**src/rtl/dma_xfer_pkg.sv**
```systemverilog
package dma_xfer_pkg;

    typedef enum logic [1:0] {
        AM_INC     = 2'd0,
        AM_DEC     = 2'd1,
        AM_FIX     = 2'd2,
        AM_INC_RLD = 2'd3
    } addr_mode_e;

    typedef enum logic [1:0] {
        GO_NOW   = 2'd0,
        GO_FRAME = 2'd1,
        GO_LINE  = 2'd2,
        GO_AUX   = 2'd3
    } start_sel_e;

    typedef enum logic [2:0] {
        S_IDLE,
        S_ARMED,
        S_READ,
        S_WRITE,
        S_FINISH
    } xfer_state_e;

    typedef struct packed {
        logic       enable;
        logic       irq_en;
        start_sel_e start;
        logic       rsvd_hi;
        logic       word;
        logic       rpt;
        addr_mode_e src_mode;
        addr_mode_e dst_mode;
        logic [4:0] rsvd_lo;
    } ctrl_t;

    localparam logic [1:0]  SEL_SRC   = 2'd0;
    localparam logic [1:0]  SEL_DST   = 2'd1;
    localparam logic [1:0]  SEL_CNT   = 2'd2;
    localparam logic [1:0]  SEL_CTRL  = 2'd3;
    localparam logic [15:0] CTRL_MASK = 16'hF7E0;

endpackage

```
**src/rtl/dma_xfer_regs.sv**
```systemverilog
module dma_xfer_regs
    import dma_xfer_pkg::*;
#(
    parameter int ADDR_W = 32,
    parameter int CNT_W  = 16
) (
    input  logic              clk,
    input  logic              rst_n,
    input  logic              wr_en,
    input  logic [1:0]        wr_sel,
    input  logic [31:0]       wr_data,
    input  logic              clr_en,
    output logic [ADDR_W-1:0] prog_src,
    output logic [ADDR_W-1:0] prog_dst,
    output logic [CNT_W-1:0]  prog_cnt,
    output ctrl_t             ctrl,
    output logic              en_rise
);

    logic ctrl_wr;

    assign ctrl_wr = wr_en && (wr_sel == SEL_CTRL);
    assign en_rise = ctrl_wr && wr_data[15] && !ctrl.enable;

    always_ff @(posedge clk) begin
        if (!rst_n) begin
            prog_src <= '0;
            prog_dst <= '0;
            prog_cnt <= '0;
            ctrl     <= '0;
        end else begin
            if (wr_en && wr_sel == SEL_SRC) prog_src <= wr_data[ADDR_W-1:0];
            if (wr_en && wr_sel == SEL_DST) prog_dst <= wr_data[ADDR_W-1:0];
            if (wr_en && wr_sel == SEL_CNT) prog_cnt <= wr_data[CNT_W-1:0];
            if (ctrl_wr)     ctrl        <= ctrl_t'(wr_data[15:0] & CTRL_MASK);
            else if (clr_en) ctrl.enable <= 1'b0;
        end
    end


    enable_rise_src_chk: assert property (@(posedge clk) disable iff (!rst_n)
        $rose(ctrl.enable) |-> $past(wr_en && wr_sel == SEL_CTRL));


    enable_clear_chk: assert property (@(posedge clk) disable iff (!rst_n)
        (clr_en && !ctrl_wr) |=> !ctrl.enable);

endmodule

```
**src/rtl/dma_xfer_addr_step.sv**
```systemverilog
module dma_xfer_addr_step
    import dma_xfer_pkg::*;
#(
    parameter int ADDR_W       = 32,
    parameter bit ALLOW_RELOAD = 1'b1
) (
    input  logic [ADDR_W-1:0] addr,
    input  addr_mode_e        mode,
    input  logic              word,
    output logic [ADDR_W-1:0] next
);

    logic [ADDR_W-1:0] stride;
    logic [ADDR_W-1:0] up;
    logic [ADDR_W-1:0] down;

    assign stride = word ? ADDR_W'(4) : ADDR_W'(2);
    assign up     = addr + stride;
    assign down   = addr - stride;

    generate
        if (ALLOW_RELOAD) begin : g_dst
            always_comb begin
                unique case (mode)
                    AM_INC, AM_INC_RLD: next = up;
                    AM_DEC:             next = down;
                    default:            next = addr;
                endcase
            end
        end else begin : g_src
            always_comb begin
                unique case (mode)
                    AM_INC:  next = up;
                    AM_DEC:  next = down;
                    default: next = addr;
                endcase
            end
        end
    endgenerate

endmodule

```
**src/rtl/dma_xfer_fsm.sv**
```systemverilog
module dma_xfer_fsm
    import dma_xfer_pkg::*;
#(
    parameter int ADDR_W = 32,
    parameter int CNT_W  = 16
) (
    input  logic              clk,
    input  logic              rst_n,
    input  logic              en_rise,
    input  logic              enable,
    input  logic              rpt,
    input  logic              word,
    input  logic              irq_en,
    input  start_sel_e        start,
    input  addr_mode_e        dst_mode,
    input  logic [ADDR_W-1:0] prog_src,
    input  logic [ADDR_W-1:0] prog_dst,
    input  logic [CNT_W-1:0]  prog_cnt,
    input  logic              trig_frame,
    input  logic              trig_line,
    input  logic              trig_aux,
    input  logic [ADDR_W-1:0] src_next,
    input  logic [ADDR_W-1:0] dst_next,
    output logic [ADDR_W-1:0] wk_src,
    output logic [ADDR_W-1:0] wk_dst,
    output logic              bus_valid,
    output logic              bus_write,
    output logic              bus_word,
    output logic [ADDR_W-1:0] bus_addr,
    output logic [31:0]       bus_wdata,
    input  logic              bus_ready,
    input  logic [31:0]       bus_rdata,
    output logic              done_pulse,
    output logic              irq_pulse,
    output logic              clr_en
);

    localparam int           WK_W   = CNT_W + 1;
    localparam logic [WK_W-1:0] WK_ONE = WK_W'(1);

    xfer_state_e       st, nxt;
    logic [WK_W-1:0]   wk_cnt;
    logic [31:0]       data_q;
    logic              fire;
    logic [WK_W-1:0]   cnt_load;
    logic [ADDR_W-1:0] src_al, dst_al;

    assign cnt_load = (prog_cnt == '0) ? {1'b1, {CNT_W{1'b0}}} : {1'b0, prog_cnt};
    assign src_al   = {prog_src[ADDR_W-1:2], 2'b00};
    assign dst_al   = {prog_dst[ADDR_W-1:2], 2'b00};

    always_comb begin
        unique case (start)
            GO_NOW:   fire = 1'b1;
            GO_FRAME: fire = trig_frame;
            GO_LINE:  fire = trig_line;
            GO_AUX:   fire = trig_aux;
        endcase
    end

    always_comb begin
        nxt = st;
        unique case (st)
            S_IDLE:   if (en_rise) nxt = S_ARMED;
            S_ARMED:  if (!enable) nxt = S_IDLE;
                      else if (fire) nxt = S_READ;
            S_READ:   if (bus_ready) nxt = S_WRITE;
            S_WRITE:  if (bus_ready) begin
                          if (wk_cnt == WK_ONE) nxt = S_FINISH;
                          else if (!enable)     nxt = S_IDLE;
                          else                  nxt = S_READ;
                      end
            S_FINISH: nxt = (rpt && enable) ? S_ARMED : S_IDLE;
            default:  nxt = S_IDLE;
        endcase
    end

    always_ff @(posedge clk) begin
        if (!rst_n) st <= S_IDLE;
        else        st <= nxt;
    end

    always_ff @(posedge clk) begin
        if (!rst_n) begin
            wk_src <= '0;
            wk_dst <= '0;
            wk_cnt <= '0;
            data_q <= '0;
        end else if (en_rise) begin
            wk_src <= src_al;
            wk_dst <= dst_al;
            wk_cnt <= cnt_load;
        end else begin
            if (st == S_READ && bus_ready) begin
                data_q <= bus_rdata;
                wk_src <= src_next;
            end
            if (st == S_WRITE && bus_ready) begin
                wk_dst <= dst_next;
                wk_cnt <= wk_cnt - WK_ONE;
            end
            if (st == S_FINISH && rpt && enable) begin
                wk_cnt <= cnt_load;
                if (dst_mode == AM_INC_RLD) wk_dst <= dst_al;
            end
        end
    end

    always_comb begin
        bus_valid  = (st == S_READ) || (st == S_WRITE);
        bus_write  = (st == S_WRITE);
        bus_word   = word;
        bus_addr   = (st == S_WRITE) ? wk_dst : wk_src;
        bus_wdata  = data_q;
        done_pulse = (st == S_FINISH);
        irq_pulse  = (st == S_FINISH) && irq_en;
        clr_en     = (st == S_FINISH) && !rpt;
    end


    bus_hold_chk: assert property (@(posedge clk) disable iff (!rst_n)
        (bus_valid && !bus_ready) |=> (bus_valid && $stable(bus_addr)
                                       && $stable(bus_write) && $stable(bus_wdata)));


    done_after_write_chk: assert property (@(posedge clk) disable iff (!rst_n)
        done_pulse |-> $past(bus_valid && bus_ready && bus_write));


    unit_chain_chk: assert property (@(posedge clk) disable iff (!rst_n)
        (bus_valid && !bus_write && bus_ready) |=> (bus_valid && bus_write));


    stop_mid_run_chk: assert property (@(posedge clk) disable iff (!rst_n)
        (bus_valid && bus_write && bus_ready && !enable && wk_cnt != WK_ONE)
            |=> (!bus_valid && !done_pulse));

endmodule

```
**src/rtl/dma_xfer_channel.sv**
```systemverilog
module dma_xfer_channel
    import dma_xfer_pkg::*;
#(
    parameter int ADDR_W = 32,
    parameter int CNT_W  = 16
) (
    input  logic              clk,
    input  logic              rst_n,
    input  logic              cfg_wr,
    input  logic [1:0]        cfg_sel,
    input  logic [31:0]       cfg_wdata,
    output logic [15:0]       ctrl_rdata,
    input  logic              trig_frame,
    input  logic              trig_line,
    input  logic              trig_aux,
    output logic              bus_valid,
    output logic              bus_write,
    output logic              bus_word,
    output logic [ADDR_W-1:0] bus_addr,
    output logic [31:0]       bus_wdata,
    input  logic              bus_ready,
    input  logic [31:0]       bus_rdata,
    output logic              done_pulse,
    output logic              irq_pulse
);

    ctrl_t             ctrl;
    logic              en_rise, clr_en;
    logic [ADDR_W-1:0] prog_src, prog_dst;
    logic [CNT_W-1:0]  prog_cnt;
    logic [ADDR_W-1:0] wk_src, wk_dst, src_next, dst_next;

    assign ctrl_rdata = ctrl;

    dma_xfer_regs #(.ADDR_W(ADDR_W), .CNT_W(CNT_W)) u_regs (
        .clk(clk), .rst_n(rst_n),
        .wr_en(cfg_wr), .wr_sel(cfg_sel), .wr_data(cfg_wdata),
        .clr_en(clr_en),
        .prog_src(prog_src), .prog_dst(prog_dst), .prog_cnt(prog_cnt),
        .ctrl(ctrl), .en_rise(en_rise)
    );

    dma_xfer_addr_step #(.ADDR_W(ADDR_W), .ALLOW_RELOAD(1'b0)) u_src_step (
        .addr(wk_src), .mode(ctrl.src_mode), .word(ctrl.word), .next(src_next)
    );

    dma_xfer_addr_step #(.ADDR_W(ADDR_W), .ALLOW_RELOAD(1'b1)) u_dst_step (
        .addr(wk_dst), .mode(ctrl.dst_mode), .word(ctrl.word), .next(dst_next)
    );

    dma_xfer_fsm #(.ADDR_W(ADDR_W), .CNT_W(CNT_W)) u_fsm (
        .clk(clk), .rst_n(rst_n),
        .en_rise(en_rise), .enable(ctrl.enable), .rpt(ctrl.rpt),
        .word(ctrl.word), .irq_en(ctrl.irq_en), .start(ctrl.start),
        .dst_mode(ctrl.dst_mode),
        .prog_src(prog_src), .prog_dst(prog_dst), .prog_cnt(prog_cnt),
        .trig_frame(trig_frame), .trig_line(trig_line), .trig_aux(trig_aux),
        .src_next(src_next), .dst_next(dst_next),
        .wk_src(wk_src), .wk_dst(wk_dst),
        .bus_valid(bus_valid), .bus_write(bus_write), .bus_word(bus_word),
        .bus_addr(bus_addr), .bus_wdata(bus_wdata),
        .bus_ready(bus_ready), .bus_rdata(bus_rdata),
        .done_pulse(done_pulse), .irq_pulse(irq_pulse), .clr_en(clr_en)
    );

endmodule

```
**config.mk**
```make
export PLATFORM = sky130hd
export DESIGN_NAME = dma_xfer_channel
export DESIGN_NICKNAME = d
export VERILOG_FILES = /design/src/rtl/dma_xfer_pkg.sv /design/src/rtl/dma_xfer_regs.sv /design/src/rtl/dma_xfer_addr_step.sv /design/src/rtl/dma_xfer_fsm.sv /design/src/rtl/dma_xfer_channel.sv
export SDC_FILE = /design/constraint.sdc
export NUM_CORES = 1
export LEC_CHECK = 0
export ABC_AREA = 0
export BUFFER_PORTS_ARGS = -buffer_cell sky130_fd_sc_hd__buf_2
export CAP_MARGIN = 10
export CELL_PAD_IN_SITES_DETAIL_PLACEMENT = 1
export CELL_PAD_IN_SITES_GLOBAL_PLACEMENT = 1
export CORE_ASPECT_RATIO = 0.75
export CORE_MARGIN = 2
export CORE_UTILIZATION = 40
export CTS_CLUSTER_DIAMETER = 80
export DETAILED_ROUTE_END_ITERATION = 10
export GPL_TIMING_DRIVEN = 0
export PLACE_DENSITY_LB_ADDON = 0.15
export RECOVER_POWER = 50
export SYNTH_ARGS = -nofsm -noshare
export SYNTH_HDL_FRONTEND = slang
export SYNTH_HIERARCHICAL = 1
export SYNTH_SLANG_ARGS = --single-unit
```
**constraint.sdc**
```tcl
create_clock -name clk -period 3.33 [get_ports clk]
set_input_delay 0.4995 -clock clk [delete_from_list [all_inputs] [get_ports clk]]
set_output_delay 0.4995 -clock clk [all_outputs]
set_load 0.05 [all_outputs]
```
* Word level (Yosys, flattened, before mapping)
Index checks and enable logic that the tools add are counted.
Widths: inputs -> output; s select.
** Word-level totals
- Register bits after elaboration :: 206
- Bits of input ports :: 73
- Output and inout bits :: 85
- Logic and storage cells :: 101
** Cells by class
- $add $sub $neg :: 5
- Eq/ne operators :: 18
- Muxes and demuxes :: 26
- Bitwise gates (word level) :: 2
- Reductions and logical operators :: 33
** Operator list (number)
- $mux 32 :: 7
- $pmux 32 s2 :: 2
- $mux 17 :: 4
- $add 32x32->32 :: 2
- $sub 32x32->32 :: 2
- $mux 3 :: 7
- $eq 17x1->1 const B :: 1
- $sub 17x1->17 const B :: 1
- $logic_not 16->1 :: 1
- $pmux 3 s5 :: 1
- $logic_and 1x1->1 :: 13
- $eq 2x2->1 const B :: 5
- $eq 2x1->1 const B :: 4
- $logic_not 2->1 :: 4
- $eq 3x2->1 const B :: 2
- $reduce_and 2->1 :: 3
- $reduce_bool 2->1 :: 3
- $reduce_bool 3->1 :: 2
- $ne 2x2->1 const B :: 2
- $pmux 1 s4 :: 1
- $reduce_and 4->1 :: 1
- $reduce_or 2->1 :: 2
- $eq 3x1->1 const B :: 1
- $eq 3x3->1 const B :: 1
- 8 further kinds :: 12

* Longest topological paths before layout
Gate-level depths: netlist of the first run.
- Word-level depth :: 7
- Gate-level depth with buffers :: 18
- Depth with buffers taken out :: 13

* Hierarchy
Netlist of the first run, hierarchy kept.
** By module, submodules not included
- dma_xfer_fsm :: times used 1, cells an instance 752, area an instance 5779.3 µm², sequential area each 2322.2 µm²
- dma_xfer_regs :: times used 1, cells an instance 339, area an instance 3510.9 µm², sequential area each 1801.7 µm²
- dma_xfer_addr_step (u_src_step) :: times used 1, cells an instance 332, area an instance 2021.9 µm², sequential area each 0.0 µm²
- dma_xfer_addr_step (u_dst_step) :: times used 1, cells an instance 313, area an instance 1970.6 µm², sequential area each 0.0 µm²

* Least setup slack after synthesis of the first run
No wires, ideal clock.
- Path kind :: reg-to-reg
- Start :: reg u_regs/ctrl[6] (netlist name)
- End :: reg u_fsm.wk_dst[30]
- Library setup time :: 0.116 ns
- Data arrival time :: 4.001 ns
- Required time :: 3.214 ns
- Path slack :: -0.787 ns
- Stages on the path, launching flop included :: 16
- Path buffers :: 3
- Clock period less this slack :: 4.117 ns
- Cell sequence :: dfxtp_1 > nand2b_4 > clkbuf_1 > clkbuf_1 > buf_2 > nor2_1 > ha_1 > nor2b_1 > o21ai_0 > a222oi_1 > o2111ai_1 > mux2i_1 > xnor2_1 > nand2_1 > nand3_1 > o211a_1
** Between the ends
- Word-level cells in the longest chain between the ends :: 7
- Elaborated cells between the ends (all ways) :: 9
** Ends and longest elaborated chain
- $eq 2x2->1 / $logic_not 2->1 (equally long branches) :: RTL line dma_xfer_addr_step.sv:24 : unique case (mode)
- $reduce_or 2->1 :: RTL line dma_xfer_addr_step.sv:24
- $pmux 32 s2 * :: RTL line dma_xfer_addr_step.sv:24
- named net dst_next[30] :: RTL line dma_xfer_channel.sv:31 : logic [ADDR_W-1:0] wk_src, wk_dst, src_next, dst_next;
- $mux 32 * :: RTL line dma_xfer_fsm.sv:98 : if (st == S_WRITE && bus_ready) begin
- $mux 32 :: RTL line dma_xfer_fsm.sv:104 : if (dst_mode == AM_INC_RLD) wk_dst <= dst_al;
- $mux 32 * :: RTL line dma_xfer_fsm.sv:102 : if (st == S_FINISH && rpt && enable) begin
- $mux 32 * :: RTL line dma_xfer_fsm.sv:89 : end else if (en_rise) begin
- end signal: assignment :: RTL line dma_xfer_fsm.sv:91 : wk_dst <= dst_al;
- end signal: assignment :: RTL line dma_xfer_fsm.sv:99 : wk_dst <= dst_next;
- end signal: assignment :: RTL line dma_xfer_fsm.sv:104
- end: declaration :: RTL line dma_xfer_fsm.sv:25 : output logic [ADDR_W-1:0] wk_dst,
Mark *: on every way through the listed nets, which the timed path passes. The rest lies on a longest branch.
A chain may end at the register's enable or synchronous reset.

* Worst setup path after layout of the first run
- Start :: reg u_regs/ctrl[6] (netlist name)
- End :: reg u_fsm.wk_dst[24]
** Between the ends
- Word-level cells in the longest chain between the ends :: 7
- Elaborated cells between the ends (all ways) :: 9
** Ends and longest elaborated chain (RTL line)
- $eq 2x2->1 / $logic_not 2->1 (equally long branches) :: dma_xfer_addr_step.sv:24
- $reduce_or 2->1 :: dma_xfer_addr_step.sv:24
- $pmux 32 s2 * :: dma_xfer_addr_step.sv:24
- named net dst_next[24] :: dma_xfer_channel.sv:31
- $mux 32 * :: dma_xfer_fsm.sv:98
- $mux 32 :: dma_xfer_fsm.sv:104
- $mux 32 * :: dma_xfer_fsm.sv:102
- $mux 32 * :: dma_xfer_fsm.sv:89
Marked as above.

==> run_results.csv, run 1 <==
group,metric,value,unit
timing,finClkSkew,0.0284,ns
grt,antenna_found_initial,0,
yosys,synth_area,0.0131,mm²
floorplan,row_count,57,
route,drc_errors,0,
floorplan,ios,158,
floorplan,core_area,0.0324,mm²
place,portBuffers,150,
clock_network,clkTransAtPathRegs,0.06,ns
critical_path,start_kind,"register",
layout,area_growth,20.3,%
clock_network,cts-htree-levels,1,
layout,final_nets,2010,
route,wire_per_inst,21.6,µm
worst_hold_path,hp-class,"input port to register",
clock_network,clkLatencyLatePin,0.55,ns
critical_path,crit_path_cell_trace,"nand2b_4 > clkbuf_16 > clkbuf_16 > nor2_4 > ha_4 > nor2b_4 > buf_6 > nor4b_4 > buf_4 > a221oi_4 > buf_4 > a32oi_2 > xnor2_1 > nand2_1 > nand3_1 > o211a_1",
grt,grt_start_max_net_pins,19,
critical_path,cp-startpoint,"u_regs/ctrl[6]$_SDFFE_PN0P_",
floorplan,die_y,161,µm
layout,seq_area,0.00406,mm²
timing,finalSetupViolations,0,
critical_path,cp_data_required_time,3.74,ns
layout,final_core_util,48.9,%
route,wl,51500,µm
worst_hold_path,hp-start,"bus_rdata[25]",
timing,period_needed,3.23,ns
clock_network,cts_tree,"yes",
timing,finalHoldViolations,0,
critical_path,cp_max_fo,12,
critical_path,reg2reg_from,"u_regs/ctrl[6]$_SDFFE_PN0P_",
critical_path,crit_type,"register to register",
clock_network,cts_sinks,202,
layout,multi_input_area,0.00861,mm²
timing,tns,0,ns
timing,min_period_over_period,96.9,%
critical_path,slowest_stage,"nor4b_4",
grt,overflow,0,
grt,grt_pass1_vias,13742,
flow_run,max_cap_violations,0,
pwr,irDropWorstVdd,0.290,mV
yosys,yosys_warnings,6,
route,vias,13663,
yosys,netlist_instances,1724,
clock_network,numCtsBuffers,23,
route,drt_first_pass_iters,6,
route,vias_per_cell,5.73,
critical_path,critPathMaxStageDelay,0.40,ns
clock_network,clockBufferDepth,3,
route,antenna_left,0,
layout,fillerInstances,4130,
pwr,power_density,370,mW/mm²
floorplan,start_util,40.6,%
grt,grt_pass1_wl,78700,µm
floorplan,die_w,213,µm
critical_path,cp-end-kind,"register",
layout,fin_area,0.0158,mm²
pwr,power_leakage,6.85,nW
timing,relSlewSlack,17.1,%
timing,tightest_slew,1.23,ns
timing,rsz0062_at_grt,"no",
status,status,"completed",
place,dp_hpwl,40300,µm
route,drt_iter0_markers,1118,
layout,drive_gt1_share,16.3,%
layout,insertedDiodeCount,0,
floorplan,die_area,0.0344,mm²
timing,clock.fmax,310,MHz
place,gp_routability_congestion,0.954,
critical_path,worst_ep_arrival_time,3.64,ns
clock_network,hold_buffers,0,
grt,grt_use_total,29.5,%
yosys,synth_area_per_cell,7.63,µm²
place,place_area,0.0146,mm²
timing,slew_viol_final,0,
clock_network,cts-root-buf,"clkbuf_16",
cell type report:
class                   count  area share [%]
plain buffers             144            5.28
well taps                 442            3.50
flip-flops and latches    202            25.7
clock buffers              32            4.10
repair buffers            182            6.06
clock inverters             6           0.664
inverters                  13           0.308
multi-input cells        1363            54.4
registers in the layout (all words and copies together) (netlist names):
| name | flops |
|---|---|
| u_regs/prog_dst | 30 |
| u_fsm/wk_dst | 32 |
| u_regs/prog_src | 30 |
| u_fsm/wk_src | 32 |
| u_fsm/wk_cnt | 17 |
| u_regs/ctrl | 10 |
| u_regs/prog_cnt | 16 |
| u_fsm/st | 3 |
| u_fsm/bus_wdata | 32 |
power breakdown:
part | switching (mW) | internal (mW)
sequential | 0.0597 | 2.47
combinational | 0.461 | 0.270
clock | 1.07 | 1.52
stage by stage:
stage	hold WS, ns	setup slack, ns	std cells	power, mW
finish	0.194	0.103	2384	5.85
global route	0.195	0.0321	2384	6.07
CTS	0.176	0.000198	2372	5.88
detailed placement	0.451	-0.974	2321	3.27
global placement	0.439	-0.993	2321	3.26
floorplan	0.435	-0.0435	1729	3.03
routing by layer:
metal	vias to the layer above	GRT usage, %	part of all wire, %
met2	421	44.9	43
met1	6765	43.5	49
met5	-	0	0
li1	6410	-	-
met4	0	6.31	2.0
met3	67	5.11	6.4
layout by cell type (no fill, tap or decap), types with 43 or more instances in the layout:
cell type and count:
nand2_1 460, dfxtp_1 197, mux2i_1 146, clkbuf_1 138
buf_2 124, nor2_1 82, nand3_1 61, o21ai_0 49
a21oi_1 44, nor3_1 43
path summary, 6_finish.rpt:
kind | depth (start not counted) | end | slack [ns]
worst min register to register | 2 | u_fsm/bus_wdata[6]$_SDFFE_PN0P_ | 0.46
worst max register to register | 16 | u_fsm/wk_dst[24]$_SDFF_PN0_ | 0.10
worst min-delay path | 3 | u_fsm/bus_wdata[25]$_SDFFE_PN0P_ | 0.19
worst max-delay path | 16 | u_fsm/wk_dst[24]$_SDFF_PN0_ | 0.10
critical path, delay by kind of cell (launching register included):
kind	cells	cell delay, ns
AO/OA/AOI/OAI	3	0.52
XOR/XNOR	1	0.14
adder cells (fa/ha/maj)	1	0.22
buffers and inverters	5	0.84
flip-flops	1	0.35
AND/OR/NAND/NOR	6	1.00
repair_timing:
| item | 4_1_cts | 5_1_grt |
|---|---|---|
| setup buffers | 17 | 15 |
| pin swaps | 18 | 16 |
| gates resized for setup | 52 | 27 |
| endpoints found under the setup margin | 60 | 50 |
(Power assumes the default switching activity.)
==> run 2: changes to the inputs <==
--- a/config.mk
+++ b/config.mk
@@ -8,16 +8,14 @@
 export ABC_AREA = 0
 export BUFFER_PORTS_ARGS = -buffer_cell sky130_fd_sc_hd__buf_2
 export CAP_MARGIN = 10
-export CELL_PAD_IN_SITES_DETAIL_PLACEMENT = 1
-export CELL_PAD_IN_SITES_GLOBAL_PLACEMENT = 1
 export CORE_ASPECT_RATIO = 0.75
 export CORE_MARGIN = 2
 export CORE_UTILIZATION = 40
 export CTS_CLUSTER_DIAMETER = 80
 export DETAILED_ROUTE_END_ITERATION = 10
 export GPL_TIMING_DRIVEN = 0
-export PLACE_DENSITY_LB_ADDON = 0.15
 export RECOVER_POWER = 50
+export SETUP_SLACK_MARGIN = 0.5
 export SYNTH_ARGS = -nofsm -noshare
 export SYNTH_HDL_FRONTEND = slang
 export SYNTH_HIERARCHICAL = 1
==> run_results.csv, run 2 (synthesis results as in run 1) <==
group,metric,value,unit
timing,clock.fmax,295,MHz
clock_network,clkLatencyLatePin,0.52,ns
worst_hold_path,hp-class,"input port to register",
critical_path,crit_family,"buffers and inverters",
critical_path,timing.critical_path.buf_inv,7,
critical_path,crit_path_cell_trace,"buf_8 > nand2b_4 > buf_8 > buf_8 > buf_12 > buf_12 > nor2_4 > ha_4 > o21a_4 > nor4_4 > buf_4 > a2111oi_4 > buf_6 > nand2_2 > or3_4 > a21oi_4 > xor2_1 > mux2i_1 > o21ai_1 > and2_1",
layout,drive_gt1_share,22.2,%
route,vias,13811,
critical_path,worst_ep_arrival_time,3.79,ns
floorplan,row_count,57,
status,violations,"setup timing",
floorplan,die_area,0.0344,mm²
floorplan,die_w,213,µm
floorplan,die_y,161,µm
critical_path,crit_type,"register to register",
timing,finalHoldViolations,0,
route,drt_iter0_markers,1307,
timing,finalSetupViolations,6,
grt,antenna_found_initial,0,
route,wl,48400,µm
pwr,power,5.83,mW
timing,finClkSkew,0.0208,ns
route,antenna_left,0,
pwr,power_leakage,7.30,nW
pwr,power_density,346,mW/mm²
clock_network,hold_buffers,0,
flow_run,max_cap_violations,0,
clock_network,cts-root-buf,"clkbuf_16",
place,gp_routability_congestion,0.924,
timing,relSlewSlack,43.3,%
grt,overflow,0,
layout,area_growth,28.3,%
timing,rsz0062_at_grt,"yes",
route,drt_first_pass_iters,5,
critical_path,critPathMaxStageDelay,0.38,ns
critical_path,crit_top_cell,"buf_8",
timing,slew_viol_final,0,
floorplan,start_util,40.6,%
layout,final_common_cell,"nand2_1",
timing,tightest_slew,0.851,ns
clock_network,numCtsBuffers,21,
layout,insertedDiodeCount,0,
route,drc_errors,0,
clock_network,cts_sinks,202,
pwr,irDropWorstVdd,0.294,mV
floorplan,ios,158,
grt,grt_start_max_net_pins,15,
grt,grt_pass1_wl,73000,µm
status,status,"finished, violations left",
route,wire_per_inst,19.9,µm
timing,fin_ws,-0.0623,ns
layout,layout_common_cells,"nand2_1 (458), dfxtp_1 (197), mux2i_1 (135)",
critical_path,slowest_stage,"or3_4",
clock_network,clockBufferDepth,3,
layout,final_nets,2054,
critical_path,start_kind,"register",
place,dp_hpwl,36600,µm
floorplan,core_area,0.0324,mm²
timing,period_needed,3.39,ns
place,portBuffers,150,
grt,grt_pass1_vias,12877,
timing,min_period_over_period,102,%
route,vias_per_cell,5.68,
critical_path,cp_data_required_time,3.72,ns
critical_path,cp_max_fo,5,
grt,grt_use_total,27.3,%
clock_network,clkTransAtPathRegs,0.06,ns
clock_network,cts_tree,"yes",
timing,worst_hold_slack,0.218,ns
critical_path,cp-end-kind,"register",
clock_network,cts-htree-levels,1,
==> run 2: changes by cell type in the layout (fill, tap and decap cells not counted), moves of 11 or more <==
cell | before | now
mux2i_1 | 146 | 135
buf_4 | 40 | 56
o21ai_0 | 49 | 28
buf_6 | 8 | 32
o21ai_1 | 5 | 25
==> run 2: area by class of cell <==
class | instances | area (µm²)
flip-flops and latches | 202 | 4060
multi-input cells | 1363 | 9170
inverters | 13 | 51.3
clock inverters | 7 | 118
fillers | 3264 | 15500
repair buffers | 221 | 1340
clock buffers | 31 | 613
plain buffers | 151 | 967
well taps | 442 | 553
==> run 2: worst min-delay path: stages <==
cell,delay [ns]
buf_2,0.10
nand2_1,0.05
a21boi_1,0.05
==> run 2: where the power goes <==
group	internal, mW	leakage, nW	switching [mW]	total, mW
registers	2.47	1.64	0.0579	2.53
clock network	1.51	0.360	1.00	2.52
logic	0.304	5.30	0.478	0.782
total	4.29	7.30	1.54	5.83
==> run 2: worst paths after layout <==
path	end	startpoint	slack, ns	depth (start not counted)
worst min register to register	u_fsm/bus_wdata[20]$_SDFFE_PN0P_	u_fsm/bus_wdata[20]$_SDFFE_PN0P_	0.46	2
worst max-delay path	u_fsm/wk_src[25]$_SDFFE_PN0P_	u_regs/ctrl[8]$_SDFFE_PN0P_	-0.06	20
worst min-delay path	u_fsm/bus_wdata[24]$_SDFFE_PN0P_	bus_rdata[24]	0.22	3
worst max register to register	u_fsm/wk_src[25]$_SDFFE_PN0P_	u_regs/ctrl[8]$_SDFFE_PN0P_	-0.06	20
==> run 2: per-layer routing <==
layer  global-route usage, %  up-vias  share of wire, %
li1                        -     6498                 -
met1                    41.8     6613                47
met2                    39.1      631                42
met3                    4.86       69               9.0
met4                    6.85        0               2.2
met5                       0        -                 0
==> run 2: metrics by stage <==
step / setup WS (ns) / utilization, % / TNS, ns / cell area [µm²] / std cells
2_1_floorplan: -0.0465 / - / -0.0618 / 13500 / 1729
3_3_place_gp: -0.625 / 45.7 / -12.35 / 14800 / 2321
4_1_cts: -0.0492 / 50.6 / -0.149 / 16400 / 2406
6_report: -0.0623 / 52.1 / -0.151 / 16900 / 2430
5_1_grt: -0.175 / 52.1 / -1.51 / 16900 / 2430
3_5_place_dp: -0.672 / 45.7 / -12.67 / 14800 / 2321
==> run 2: what timing repair did <==
item | CTS | global route
gates cloned | 0 | 0
endpoints found under the setup margin | 87 | 82
pin swaps | 64 | 76
buffers inserted | 47 | 24
resized for setup | 108 | 94
endpoints found under the hold margin | 0 | 0
